<file path="config.mk">
export PLATFORM = sky130hd
export DESIGN_NAME = func_unit
export DESIGN_NICKNAME = d
export VERILOG_FILES = /design/src/rtl/fu_pkg.sv /design/src/rtl/fu_arith.sv /design/src/rtl/fu_logic.sv /design/src/rtl/fu_shift.sv /design/src/rtl/func_unit.sv
export SDC_FILE = /design/constraint.sdc
export NUM_CORES = 1
export LEC_CHECK = 0
export CAP_MARGIN = 20
export CORE_UTILIZATION = 25
export DETAILED_ROUTE_END_ITERATION = 7
export GPL_TIMING_DRIVEN = 0
export SYNTH_ARGS = -nofsm -noshare
export SYNTH_HDL_FRONTEND = slang
export SYNTH_SLANG_ARGS = --single-unit
</file>
<file path="constraint.sdc">
create_clock -name vclk -period 3.7
set_clock_uncertainty 0.15 [all_clocks]
set_input_delay 0.37 -clock vclk [all_inputs]
set_output_delay 0.37 -clock vclk [all_outputs]
set_load 0.005 [all_outputs]
</file>
<file path="src/rtl/fu_pkg.sv">
package fu_pkg;
    typedef enum logic [1:0] {
        Y_ZERO = 2'b00,
        Y_PASS = 2'b01,
        Y_INV  = 2'b10,
        Y_ONES = 2'b11
    } ysel_e;

    typedef enum logic [1:0] {
        SH_PASS  = 2'b00,
        SH_RIGHT = 2'b01,
        SH_LEFT  = 2'b10,
        SH_NONE  = 2'b11
    } shmode_e;

    typedef enum logic [1:0] {
        LG_AND = 2'b00,
        LG_OR  = 2'b01,
        LG_XOR = 2'b10,
        LG_NOT = 2'b11
    } lgop_e;
endpackage

</file>
<file path="src/rtl/fu_arith.sv">
module fu_arith #(
    parameter int WIDTH = 8
) (
    input  logic [WIDTH-1:0] a,
    input  logic [WIDTH-1:0] b,
    input  logic [2:0]       sel,
    output logic [WIDTH-1:0] sum,
    output logic             cout,
    output logic             ovf
);
    import fu_pkg::*;
    localparam int MSB = WIDTH - 1;

    logic [WIDTH-1:0] y_d;
    logic [WIDTH:0]   wide_d;
    ysel_e            ysel;

    always_comb begin
        ysel = ysel_e'(sel[2:1]);
        unique case (ysel)
            Y_ZERO:  y_d = '0;
            Y_PASS:  y_d = b;
            Y_INV:   y_d = ~b;
            default: y_d = '1;
        endcase
        wide_d = {1'b0, a} + {1'b0, y_d} + {{WIDTH{1'b0}}, sel[0]};
        sum    = wide_d[MSB:0];
        cout   = wide_d[WIDTH];
        ovf    = (a[MSB] == y_d[MSB]) && (wide_d[MSB] != a[MSB]);
    end
endmodule

</file>
<file path="src/rtl/fu_logic.sv">
module fu_logic #(
    parameter int WIDTH = 8
) (
    input  logic [WIDTH-1:0] a,
    input  logic [WIDTH-1:0] b,
    input  logic [1:0]       sel,
    output logic [WIDTH-1:0] res
);
    import fu_pkg::*;
    lgop_e op;

    always_comb begin
        op = lgop_e'(sel);
        unique case (op)
            LG_AND:  res = a & b;
            LG_OR:   res = a | b;
            LG_XOR:  res = a ^ b;
            default: res = ~a;
        endcase
    end
endmodule

</file>
<file path="src/rtl/fu_shift.sv">
module fu_shift #(
    parameter int WIDTH = 8
) (
    input  logic [WIDTH-1:0] b,
    input  logic [1:0]       sel,
    input  logic             fill_r,
    input  logic             fill_l,
    output logic [WIDTH-1:0] res
);
    import fu_pkg::*;
    localparam int MSB = WIDTH - 1;
    shmode_e mode;

    always_comb begin
        mode = shmode_e'(sel);
        unique case (mode)
            SH_PASS:  res = b;
            SH_RIGHT: res = {fill_r, b[MSB:1]};
            SH_LEFT:  res = {b[MSB-1:0], fill_l};
            default:  res = '0;
        endcase
    end
endmodule

</file>
<file path="src/rtl/func_unit.sv">
module func_unit #(
    parameter int WIDTH = 8
) (
    input  logic [WIDTH-1:0] a,
    input  logic [WIDTH-1:0] b,
    input  logic [3:0]       fs,
    input  logic             fill_r,
    input  logic             fill_l,
    output logic [WIDTH-1:0] f,
    output logic             flag_v,
    output logic             flag_c,
    output logic             flag_n,
    output logic             flag_z
);
    localparam int MSB = WIDTH - 1;

    typedef struct packed {
        logic [WIDTH-1:0] word;
        logic             v;
        logic             c;
    } out_t;

    logic [WIDTH-1:0] arith_sum;
    logic             arith_c;
    logic             arith_v;
    logic [WIDTH-1:0] logic_res;
    logic [WIDTH-1:0] shift_res;
    out_t             out_d;

    fu_arith #(.WIDTH(WIDTH)) u_arith (
        .a(a), .b(b), .sel(fs[2:0]),
        .sum(arith_sum), .cout(arith_c), .ovf(arith_v)
    );

    fu_logic #(.WIDTH(WIDTH)) u_logic (
        .a(a), .b(b), .sel(fs[1:0]), .res(logic_res)
    );

    fu_shift #(.WIDTH(WIDTH)) u_shift (
        .b(b), .sel(fs[1:0]), .fill_r(fill_r), .fill_l(fill_l),
        .res(shift_res)
    );

    always_comb begin
        if (fs[3] && fs[2]) begin
            out_d = '{word: shift_res, v: 1'b0, c: 1'b0};
        end else if (fs[3]) begin
            out_d = '{word: logic_res, v: 1'b0, c: 1'b0};
        end else begin
            out_d = '{word: arith_sum, v: arith_v, c: arith_c};
        end
    end

    assign f      = out_d.word;
    assign flag_v = out_d.v;
    assign flag_c = out_d.c;
    assign flag_n = out_d.word[MSB];
    assign flag_z = (out_d.word == '0);
endmodule

</file>
==> metrics.md <==
| Metric | Value |
|---|---|
| Crit-path cells | `clkdlybuf4s15_2, buf_6, clkinvlp_4, fa_2, fa_2, nor2b_4, o22ai_2, xnor2_2, a211o_1, or4_4, and4bb_1, buf_2` |
| Area delta synth->final | `46.6%` |
| Via Count | `1352` |
| Die H | `74.0 microns` |
| Fin crit period | `3.56 ns` |
| Ys Warns | `0` |
| Grt total ovfl | `0` |
| RD Place Congestion | `0.739` |
| Top-count cell post-synth | `ha_1` |
| Synth Cell Area | `1290 sq um` |
| NumNets Final | `263` |
| Internal Power | `0.000160 W` |
| Pwr dens | `152 nW/um^2` |
| DRT Pass-1 Iters | `4` |
| Final setup viols | `0` |
| Relative slew slack | `66.7%` |
| Outcome | `complete, no violations` |
| Fillers | `490` |
| Initial Util | `26.7%` |
| Final worst slack | `0.140 ns` |
| Placed Cells | `270` |
| Detailed Route Iter0 Violations | `75` |
| First-pass GRT wire length | `6.02 mm` |
| Number of top-level pins | `34` |
| DR DRC count | `0` |
| Antenna Violating Nets Remaining | `0` |
| WL met3 | `84 microns` |
| Comb power frac | `100.0%` |
| Most used cell, CP | `fa_2` |
| Area fraction of the dominant cell type after synthesis | `22.2%` |
| CP peak stage delay | `0.42 ns` |
| Clock buffer cells | `0` |
| # diodes | `0` |
| Placed wire-length estimate | `2.86 mm` |
| Synth top area cells | `ha_1 (22%), mux2i_1 (10%), inv_1 (6.4%), nand2_1 (4.1%), o21ai_0 (3.5%)` |
| Vias in the first global route | `1287` |
| Hold Fails Final Rpt | `0` |
| Cell taking the most area after synthesis | `ha_1` |
| Final Power | `0.000289 W` |
| Sequential cell count | `0` |
| Gate Count Post-Synth | `170` |
| Synth Net Count | `217` |
| Vias/cell | `4.81` |
| Sequential cell area | `0 sq um` |
| Largest net degree at the start of global routing | `11` |
| Detailed Route WL | `3.71 mm` |
| CTS Hold Bufs | `0` |
| WHS Endpoint | `f[6]` |
| CP arrival | `3.04 ns` |
| CP max stage cell | `or4_4` |
| Hold WS | `1.41 ns` |
| Fraction of layout instances using a drive strength above 1 | `20.6%` |
| Synth unique cells | `47` |
| Crit path required time | `3.18 ns` |
| Critical Path Source | `fs[0]` |
| Synth Area per Inst | `7.62 sq um` |
| Die footprint | `5470 sq um` |
| Die width | `74.0 microns` |
| DR top layer | `met4` |
| Psw | `0.000128 W` |
| Metal2 WL | `1.81 mm` |
| Clock group share of total power | `0%` |
| Commonest cells in the netlist | `ha_1 (23), inv_1 (22), nand2_1 (14), mux2i_1 (13), o21ai_0 (9)` |
| Fin crit share | `96.2%` |
| Setup crit end kind | `output pin` |
| Fin. max-slew vios | `0` |
| CP Max Fanout | `4` |
| # port buffers | `33` |
| Max Fclk | `281 MHz` |
| Worst-margin pin slew | `0.494 ns` |
| Pleak | `0.900 nW` |
| Rows | `25` |
| Post-Layout Cell Count | `281` |
| Core ar. | `4850 sq um` |
| DR WL/cell | `13.2 microns` |
| RSZ-0062 raised after global routing | `no` |
| Maximum vdd drop | `0.0607 mV` |
| Sequential share of power | `0%` |
| Worst Setup Start Kind | `input pin` |
| Setup Slack @ Placement | `-1.07 ns` |
| Register area share after synthesis | `0%` |
| Setup Crit Path Kind | `input pin to output pin` |
| Wire length on met1 | `1.79 mm` |
| Initial antenna violation count | `0` |
| Total Routing Usage GR | `13.9%` |
| Max_cap viols | `0` |
| HP Start | `fs[0]` |
| Sw frac | `44.5%` |
| Hold Path Stages | `6` |
| Min-delay worst type | `input pin to output pin` |
area by class of cell:
cell class	instances	area (sq um)	area share, %
Buffer	10	118	6.20
Multi-Input combinational cell	138	1200	63.5
Tap cell	67	83.8	4.42
Timing Repair Buffer	44	405	21.4
Inverter	22	86.3	4.55
worst max path at each step:
stage,end,slack (ns),cells past startpoint
2_1_floorplan,flag_z,0.06,12
5_1_grt,flag_z,0.04,13
3_3_place_gp,flag_z,-1.09,12
3_5_place_dp,flag_z,-1.07,12
6_report,flag_z,0.14,12
4_1_cts,f[6],0.04,13
metal layers:
metal | track usage [%] | vias up
met5 | 0 | -
met4 | 1.07 | 0
met3 | 0.271 | 2
met2 | 24.7 | 23
met1 | 19.4 | 629
li1 | - | 698
worst max-delay path, delay by kind of cell:
kind / cells / cell delay [ns]
adder cells (fa/ha/maj): 2 / 0.78
AND/OR/NAND/NOR: 3 / 0.81
buffers and inverters: 4 / 0.53
XOR/XNOR: 1 / 0.16
AO/OA/AOI/OAI: 2 / 0.37
kinds of logic (layout without fill, tap and decap cells):
group                      after synthesis  count (layout)  share of synthesized area (%)
AOI/OAI and AO/OA                       48              48                           26.2
xor gates and xnor gates                 4               4                           2.71
adders and majority gates               25              25                           25.3
buffers and inverters                   32              76                           12.1
muxes                                   18              18                           16.4
and+or+nand+nor                         43              43                           17.3
metrics by stage:
stage	TNS, ns	instance area, sq um	util, %
CTS	0	1870	38.6
finish	0	1900	39.1
detailed placement	-3.31	1710	35.3
global route	0	1900	39.1
global placement	-3.36	1710	35.3
floorplan	0	1290	-
power groups by stage:
stage               combinational [W]  clock, W  sequential, W
finish                       0.000289         0              0
global route                 0.000317         0              0
CTS                          0.000283         0              0
detailed placement           0.000247         0              0
global placement             0.000245         0              0
floorplan                    0.000148         0              0
layout by cell type, fill, tap and decap left out, types with 2 or more instances in the layout:
cell,netlist,routed
nand2_1,14,14
ha_1,23,23
a21o_1,3,3
buf_2,5,2
mux4_2,2,2
o211ai_1,4,4
a21oi_1,6,5
clkdlybuf4s15_2,0,2
mux2_2,2,2
a32o_1,2,2
nand2b_1,5,5
o311ai_0,2,2
nor2_1,6,6
dlygate4sd2_1,0,2
fa_2,0,2
buf_6,2,3
a221oi_1,3,3
clkdlybuf4s50_1,0,26
mux2i_1,13,12
nor2b_1,7,6
and2_1,2,2
o21ai_0,9,9
buf_8,1,3
inv_1,22,21
nor3_1,2,2
buf_4,1,12
o21a_1,4,4
xnor2_1,3,2
a2bb2oi_1,2,2
repair_timing:
action / CTS / global route
resized for setup: 42 / 4
pin swaps: 6 / 2
endpoints found under the setup margin: 8 / 4
setup buffers: 10 / 1
(Power assumes the default switching activity.)
